### config.mk
export PLATFORM = sky130hd
export DESIGN_NAME = quad_dac_front
export DESIGN_NICKNAME = d
export VERILOG_FILES = /design/src/rtl/dacfe_pkg.sv /design/src/rtl/dacfe_sync.sv /design/src/rtl/dacfe_ctrl.sv /design/src/rtl/dacfe_datapath.sv /design/src/rtl/quad_dac_front.sv
export SDC_FILE = /design/constraint.sdc
export NUM_CORES = 1
export LEC_CHECK = 0
export ABC_AREA = 1
export CAP_MARGIN = 20
export CORE_MARGIN = 1
export CORE_UTILIZATION = 56
export CTS_CLUSTER_SIZE = 40
export DETAILED_ROUTE_END_ITERATION = 8
export DONT_BUFFER_PORTS = 1
export PLACE_DENSITY = 0.7
export SLEW_MARGIN = 20
export SYNTH_ARGS = -nofsm -noshare
export SYNTH_HDL_FRONTEND = slang
export SYNTH_SLANG_ARGS = --single-unit
### constraint.sdc
create_clock -name clk -period 1.35 [get_ports clk]
set_input_delay 0.0675 -clock clk [delete_from_list [all_inputs] [get_ports clk]]
set_output_delay 0.0675 -clock clk [all_outputs]
set_load 0.01 [all_outputs]
### src/rtl/dacfe_pkg.sv
package dacfe_pkg;

  // Strobes from control to datapath, one system cycle wide each
  typedef struct packed {
    logic shiftEn;     // shift one serial bit into the word register
    logic frameLoad;   // load line fell: capture the word
    logic xferAll;     // update strobe fell: copy all input latches
    logic transparent; // update strobe currently low
  } dacfe_strobe_t;

endpackage

### src/rtl/dacfe_sync.sv
module dacfe_sync #(
  parameter int W = 4,
  parameter int STAGES = 2,
  parameter logic [W-1:0] RST_VAL = '0
) (
  input  logic         clk,
  input  logic         rstN,
  input  logic [W-1:0] din,
  output logic [W-1:0] dout
);

  logic [W-1:0] stg [STAGES];

  always_ff @(posedge clk or negedge rstN) begin
    if (!rstN) begin
      for (int i = 0; i < STAGES; i++) stg[i] <= RST_VAL;
    end else begin
      stg[0] <= din;
      for (int i = 1; i < STAGES; i++) stg[i] <= stg[i-1];
    end
  end

  assign dout = stg[STAGES-1];

endmodule

### src/rtl/dacfe_ctrl.sv
module dacfe_ctrl
  import dacfe_pkg::*;
#(
  parameter int SYNC_STAGES = 2
) (
  input  logic          clk,
  input  logic          rstN,
  input  logic          serClk,
  input  logic          serData,
  input  logic          serLoad,
  input  logic          updN,
  output dacfe_strobe_t strobe,
  output logic          dataBit
);

  localparam int NUM_LINES = 4;
  localparam int IDX_SCLK  = 0;
  localparam int IDX_DATA  = 1;
  localparam int IDX_LOAD  = 2;
  localparam int IDX_UPD   = 3;
  // Idle levels: serial clock, load and update high, data low
  localparam logic [NUM_LINES-1:0] IDLE_LVL = 4'b1101;

  logic [NUM_LINES-1:0] rawLines;
  logic [NUM_LINES-1:0] syncLines;
  logic prevSclk, prevLoad, prevUpd;

  assign rawLines = {updN, serLoad, serData, serClk};

  dacfe_sync #(
    .W(NUM_LINES),
    .STAGES(SYNC_STAGES),
    .RST_VAL(IDLE_LVL)
  ) u_sync (
    .clk (clk),
    .rstN(rstN),
    .din (rawLines),
    .dout(syncLines)
  );

  always_ff @(posedge clk or negedge rstN) begin
    if (!rstN) begin
      prevSclk <= IDLE_LVL[IDX_SCLK];
      prevLoad <= IDLE_LVL[IDX_LOAD];
      prevUpd  <= IDLE_LVL[IDX_UPD];
    end else begin
      prevSclk <= syncLines[IDX_SCLK];
      prevLoad <= syncLines[IDX_LOAD];
      prevUpd  <= syncLines[IDX_UPD];
    end
  end

  always_comb begin
    strobe.shiftEn     = prevSclk & ~syncLines[IDX_SCLK] & syncLines[IDX_LOAD];
    strobe.frameLoad   = prevLoad & ~syncLines[IDX_LOAD];
    strobe.xferAll     = prevUpd & ~syncLines[IDX_UPD];
    strobe.transparent = ~syncLines[IDX_UPD];
  end

  assign dataBit = syncLines[IDX_DATA];

endmodule

### src/rtl/dacfe_datapath.sv
module dacfe_datapath
  import dacfe_pkg::*;
#(
  parameter int NUM_CH = 4,
  parameter int CODE_W = 8,
  localparam int ADDR_W = $clog2(NUM_CH),
  localparam int WORD_W = ADDR_W + 1 + CODE_W
) (
  input  logic                           clk,
  input  logic                           rstN,
  input  dacfe_strobe_t                  strobe,
  input  logic                           dataBit,
  output logic [NUM_CH-1:0][CODE_W-1:0]  outCode,
  output logic [NUM_CH-1:0]              outRange,
  output logic [NUM_CH-1:0][CODE_W-1:0]  inCode,
  output logic [NUM_CH-1:0]              inRange,
  output logic [ADDR_W-1:0]              wordAddr,
  output logic [CODE_W-1:0]              wordCode,
  output logic                           wordRange
);

  logic [WORD_W-1:0] shReg;

  always_ff @(posedge clk or negedge rstN) begin
    if (!rstN) shReg <= '0;
    else if (strobe.shiftEn) shReg <= {shReg[WORD_W-2:0], dataBit};
  end

  assign wordAddr  = shReg[WORD_W-1 -: ADDR_W];
  assign wordRange = shReg[CODE_W];
  assign wordCode  = shReg[CODE_W-1:0];

  for (genvar ch = 0; ch < NUM_CH; ch++) begin : g_chan
    logic hit;
    assign hit = strobe.frameLoad && (wordAddr == ADDR_W'(ch));

    always_ff @(posedge clk or negedge rstN) begin
      if (!rstN) begin
        inCode[ch]  <= '0;
        inRange[ch] <= 1'b0;
      end else if (hit) begin
        inCode[ch]  <= wordCode;
        inRange[ch] <= wordRange;
      end
    end

    // A word arriving in transparent mode wins over the bulk copy
    always_ff @(posedge clk or negedge rstN) begin
      if (!rstN) begin
        outCode[ch]  <= '0;
        outRange[ch] <= 1'b0;
      end else if (hit && strobe.transparent) begin
        outCode[ch]  <= wordCode;
        outRange[ch] <= wordRange;
      end else if (strobe.xferAll) begin
        outCode[ch]  <= inCode[ch];
        outRange[ch] <= inRange[ch];
      end
    end
  end

endmodule

### src/rtl/quad_dac_front.sv
module quad_dac_front
  import dacfe_pkg::*;
#(
  parameter int NUM_CH = 4,
  parameter int CODE_W = 8,
  parameter int SYNC_STAGES = 2
) (
  input  logic                          clk,
  input  logic                          rstN,
  input  logic                          serClk,
  input  logic                          serData,
  input  logic                          serLoad,
  input  logic                          updN,
  output logic [NUM_CH-1:0][CODE_W-1:0] outCode,
  output logic [NUM_CH-1:0]             outRange
);

  localparam int ADDR_W = $clog2(NUM_CH);

  dacfe_strobe_t                 strobe;
  logic                          dataBit;
  logic [NUM_CH-1:0][CODE_W-1:0] inCode;
  logic [NUM_CH-1:0]             inRange;
  logic [ADDR_W-1:0]             wordAddr;
  logic [CODE_W-1:0]             wordCode;
  logic                          wordRange;

  dacfe_ctrl #(
    .SYNC_STAGES(SYNC_STAGES)
  ) u_ctrl (
    .clk    (clk),
    .rstN   (rstN),
    .serClk (serClk),
    .serData(serData),
    .serLoad(serLoad),
    .updN   (updN),
    .strobe (strobe),
    .dataBit(dataBit)
  );

  dacfe_datapath #(
    .NUM_CH(NUM_CH),
    .CODE_W(CODE_W)
  ) u_dp (
    .clk      (clk),
    .rstN     (rstN),
    .strobe   (strobe),
    .dataBit  (dataBit),
    .outCode  (outCode),
    .outRange (outRange),
    .inCode   (inCode),
    .inRange  (inRange),
    .wordAddr (wordAddr),
    .wordCode (wordCode),
    .wordRange(wordRange)
  );

endmodule

Word-level counts from Yosys, hierarchy flattened:

Cells that the tools add are included.

* output and inout bits: 36
* input bits: 6
* bits in registers: 94

* multiplexer cells: 16
* equal/unequal tests: 3
* bitwise logic cells: 7
* reductions and logical operators: 13

Operators with widths (number)
* $mux 8: 8
* $logic_and 1x1->1: 8
* $mux 1: 8
* $reduce_bool 2->1: 4
* $and 1x1->1: 4
* $eq 2x2->1 const B: 2
* $not 1->1: 3
* $eq 2x1->1 const B: 1
* $logic_not 2->1: 1

Depth between registers and ports, before layout:

* depth after elaboration: 5
* mapped depth: 6
* gate-level depth less buffers: 6

Modules after synthesis:

From an unflattened synthesis, not the netlist that was laid out.

* cells, all modules: 468
* area total of the unflattened synthesis: 4206.5 um^2

By module, submodules not included
* dacfe_datapath: area an instance 3861.2 um^2, cells each 446, times used 1, seq. area each 2077.0 um^2
* dacfe_sync: area an instance 237.7 um^2, cells each 12, times used 1, seq. area each 207.7 um^2
* dacfe_ctrl: area an instance 107.6 um^2, cells each 10, times used 1, seq. area each 78.8 um^2

Worst setup path before layout:

No wires, ideal clock.

* path type: reg-to-reg
* start point: register u_ctrl.prevLoad
* end point: register u_dp.outCode[5] (netlist bit)
* stages on the path, launching flop included: 7
* data arrival time: 1.184 ns
* data required time: 1.225 ns
* setup slack: 0.041 ns
* path buffers: 1
* period minus slack after synthesis: 1.309 ns
* cells stage by stage: dfstp_2 inv_1 nor2_8 nand2_2 buf_2 nand3_1 nand3_1

* word-level cells in the longest chain between the ends: 4
* elaborated cells between the ends (all ways): 5

RTL lines
* start: declaration: RTL line dacfe_ctrl.sv:26 `logic prevSclk, prevLoad, prevUpd;`
* start signal: assignment: RTL line dacfe_ctrl.sv:44 `prevLoad <= IDLE_LVL[IDX_LOAD];`
* start signal: assignment: RTL line dacfe_ctrl.sv:48 `prevLoad <= syncLines[IDX_LOAD];`
* $and 1x1->1 (*): RTL line dacfe_ctrl.sv:55 `strobe.frameLoad = prevLoad & ~syncLines[IDX_LOAD];`
* $logic_and 1x1->1 (*): RTL line dacfe_datapath.sv:35 `assign hit = strobe.frameLoad && (wordAddr == ADDR_W'(ch));`
* $logic_and 1x1->1 (*): RTL line dacfe_datapath.sv:52 `end else if (hit && strobe.transparent) begin`
* $mux 8 / $reduce_bool 2->1 (equally long branches)
* end signal: indexed assignment: RTL line dacfe_datapath.sv:53 `outCode[ch] <= wordCode;`
* end signal: indexed assignment: RTL line dacfe_datapath.sv:56 `outCode[ch] <= inCode[ch];`
* end: declaration: RTL line dacfe_datapath.sv:13 `output logic [NUM_CH-1:0][CODE_W-1:0] outCode,`

Every way passes the cells marked *; elsewhere a longest branch is shown, timed or not.
A chain may end at the register's enable or synchronous reset.

Final worst setup path:

* start point: register u_ctrl.prevLoad
* end point: register u_dp.outCode[1] (netlist bit)

Same word-level chain as after synthesis.

==> impl_summary.md <==
Logic synthesis
The gate count of the mapped netlist is 389. The number of nets handed over by synthesis was 395. The average cell area after synthesis is 9.78 µm². After Yosys synthesis, and, or, nand and nor cells account for 27.1% of the synthesized area. The combined area of all synthesized cells is 0.00380 mm². By area, the combinational part of the netlist is dominated by simple AND/OR/NAND/NOR gates. In this run, distinct cell masters in the synthesized netlist total 21. The compound-cell area share of the yosys netlist is 6.18%. The register bit count reported by yosys is 94. The multiplexer area fraction after synthesis is 0%. The total of warnings raised by yosys is 0. The synthesized-area fraction occupied by xor and xnor cells is 0%. The adder and majority gate portion of the synthesized area is 0%. The share of the Yosys chip area taken by registers is 62.1%.

Clock network
The number of buffers added by the clock tree synthesis step is 9. The buffer levels on the longest clock path is 2. The clock reaches the later pin of the worst-skew pair after 0.35 ns.

The clock-pin transition on the worst setup and hold timing paths is 0.09 ns. Buffers inserted to repair hold after CTS numbered 4. The maximum level of the CTS H-tree is 3.

TritonCTS built the clock tree. The total clock sinks is 94. The root buffer cell chosen for the clock tree is clkbuf_8.

STA
For this run, the top clock speed supported by timing is 696 MHz. The final clock skew is 0.00901 ns. The pin slew with the least headroom to its limit is 0.392 ns. The minimum clock period is 1.44 ns. The sum of negative setup slack is -1.10 ns.

The worst hold margin is -0.600 ns. The tightest slew margin relative to the limit is 73.8%. The final number of hold-violating endpoints is 94. The setup-violating endpoint count in the final report is 42. The max-slew violation count is 0. The worst path uses 106% of the clock period. Setup repair after global routing could not meet its margin everywhere. The minimum setup slack in the final design is -0.0866 ns.

Critical path
The worst setup path is of the flip-flop to flip-flop kind. The arrival time at the worst endpoint is 1.68 ns. The source of the worst register-to-register timing path is u_ctrl.prevLoad. The required arrival time at the worst endpoint is 1.59 ns. Counting cells, the worst reg-to-reg path comes to 7. The worst reg-to-reg setup slack is -0.09 ns. Of all nets on the critical path, the largest fanout is 7.

The worst setup path is captured at a flip-flop. The capturing point of the worst reg2reg path is u_dp.outCode[1]. The worst setup path is launched from a flip-flop.

Final layout
Summing all flip-flop and latch instances after layout gives 0.00237 mm². The proportion of layout cells with a drive suffix above 1 is 29.1%. At the end of the flow the core is filled with cells to 73.5%. The layout-stage area growth over the synthesis result is 24.8%.

Once layout is done, the placed cells without fillers occupy 0.00475 mm². The most common cell after layout, fill and taps aside is nand3_1. Summing all multi-input logic gate instances after layout gives 0.00157 mm². The number of nets in the layout is 427. The number of filler instances in the final layout is 443. The library cells used most frequently in the layout, excluding fill and tap cells, are nand3_1, dfrtp_1, nand2_1.

The number of antenna diodes is 0.

Power
In this run the power density over the cells is 1290 mW/mm². In this run the static leakage power is 2.19 nW. Across the VDD grid, the largest voltage drop is 0.874 mV.

Floorplan
For this configuration, the core starts out at a cell density of 58.9%. The floorplan die width is 84.4 µm. The number of placement rows is 29. During I/O placement, the number of pins put on the boundary was 42. The die outline height is 84.4 µm. The area of the die is 0.00713 mm². The core region is 0.00646 mm².

Detailed routing
The number of nets with antenna violations after detailed routing is 0. Using the TritonRoute via totals, the vias-per-cell ratio works out to 6.10. The wire length per cell after detailed routing is 20.6 µm.

The routed layout has 3067 vias. The first detailed-routing pass ran for 9 iterations. After detailed routing, the total wire length is 10.4 mm. The iteration-0 DRC count of the detailed router is 263.

The DRC violations left is 6.

GRT
The number of global-route vias before repair is 2742. Across every metal layer, demand over resource in global routing totals 27.1%. The initial antenna violation count is 0. Global routing finished with a remaining overflow of 0. Entering global routing, the biggest net connects 95 pins. The global-route wire length before repair is 14.4 mm.

Place
The placed instance area is 0.00396 mm². At the end of routability-driven placement, the weighted congestion stood at 0.887. Summed over all nets, the half-perimeter wirelength after detailed placement is 5.61 mm. Port buffering added 0 buffers. At the placement stage, the worst setup path has a slack of -0.0700 ns.

Job
The number of maximum-capacitance constraint violations is 0.

Worst hold path
The class of the tightest hold or removal check is input port to async pin.

Run status
The checks that failed: design-rule violations, negative hold slack, negative setup slack. The run finished, with violations left.
[metrics by stage]
step / hold slack (ns) / std cells / total power, W
after global routing: -0.618 / 503 / 0.00629
after detailed placement: -0.226 / 467 / 0.00399
final: -0.600 / 503 / 0.00613
after floorplan: -0.228 / 389 / 0.00364
after global placement: -0.226 / 467 / 0.00397
after CTS: -0.609 / 492 / 0.00588
[logic make-up after synthesis]
group	after synthesis
AOI/OAI and AO/OA	47
buffers and inverters	34
DFF	94
and+or+nand+nor	214
[metal layers]
layer / GRT usage [%] / wire length, µm / up-vias / share of wire, %
met5: 0 / 0 / - / 0
met4: 12.0 / 241 / 0 / 2.3
met3: 5.60 / 713 / 27 / 6.9
met2: 42.3 / 5150 / 130 / 50
met1: 37.1 / 4260 / 1515 / 41
li1: - / - / 1395 / -
[critical path, cell delays in order (launching register included)]
cell	delay, ns
dfstp_2	0.57
inv_4	0.05
nor2_8	0.13
buf_12	0.14
nand2_4	0.09
clkbuf_16	0.18
nand3_1	0.10
nand3_2	0.08
[state kept, by name, indices dropped and copies added, names as in the netlist, 4 cells and up]
register and cells:
u_dp.inCode 32, u_dp.outCode 32, u_dp.shReg 11, u_ctrl.u_sync.dout 4
u_ctrl.u_sync.stg 4, u_dp.inRange 4, u_dp.outRange 4
[final cells by class]
type | count | share of cell area, %
clock buffer | 13 | 3.35
clock inverter | 3 | 0.896
inverter | 17 | 1.66
multi-input combinational | 264 | 33.1
sequential | 94 | 49.8
tap | 77 | 2.03
timing repair buffer | 34 | 8.99
timing repair inverter | 1 | 0.132
[cells in the mapped netlist]
cell,number,share of area (%)
nor2_8,1,0.53
nand3_1,118,16
nand2_4,1,0.30
nand2_1,77,7.6
nand2_2,4,0.66
inv_1,14,1.4
o21ai_1,36,4.7
buf_2,9,1.2
buf_4,1,0.20
nand3b_1,1,0.20
buf_6,4,1.2
dfstp_2,9,6.2
nand3_2,3,0.79
a21oi_1,1,0.13
clkbuf_1,3,0.30
inv_2,3,0.30
dfrtp_1,85,56
o21ai_0,10,1.3
nor2_1,3,0.30
nor2_2,4,0.66
nor2_4,2,0.59
[what timing repair did]
item                                    4_1_cts  5_1_grt
pin swaps                                     5       12
resized for setup                             5       84
setup buffers                                 3        3
endpoints found under the hold margin        98       94
cloned                                        2        8
endpoints found under the setup margin       22       61
[power breakdown]
part,total [W],switching (W),internal (W)
clock,0.00191,0.000956,0.000958
combinational,0.000884,0.000582,0.000303
sequential,0.00333,0.000275,0.00305
total,0.00613,0.00181,0.00431
[worst max path at each step]
stage | from | to | slack (ns) | cells after the start
after detailed placement | u_ctrl.prevLoad | u_dp.outRange[0] | -0.07 | 6
after global routing | u_ctrl.prevLoad | u_dp.outCode[1] | -0.13 | 7
final | u_ctrl.prevLoad | u_dp.outCode[1] | -0.09 | 7
after floorplan | u_ctrl.prevLoad | u_dp.outCode[5] | 0.04 | 6
after global placement | u_ctrl.prevLoad | u_dp.outRange[0] | -0.03 | 6
after CTS | u_ctrl.prevLoad | u_dp.outCode[21] | -0.02 | 5
(Power assumes the default switching activity.)
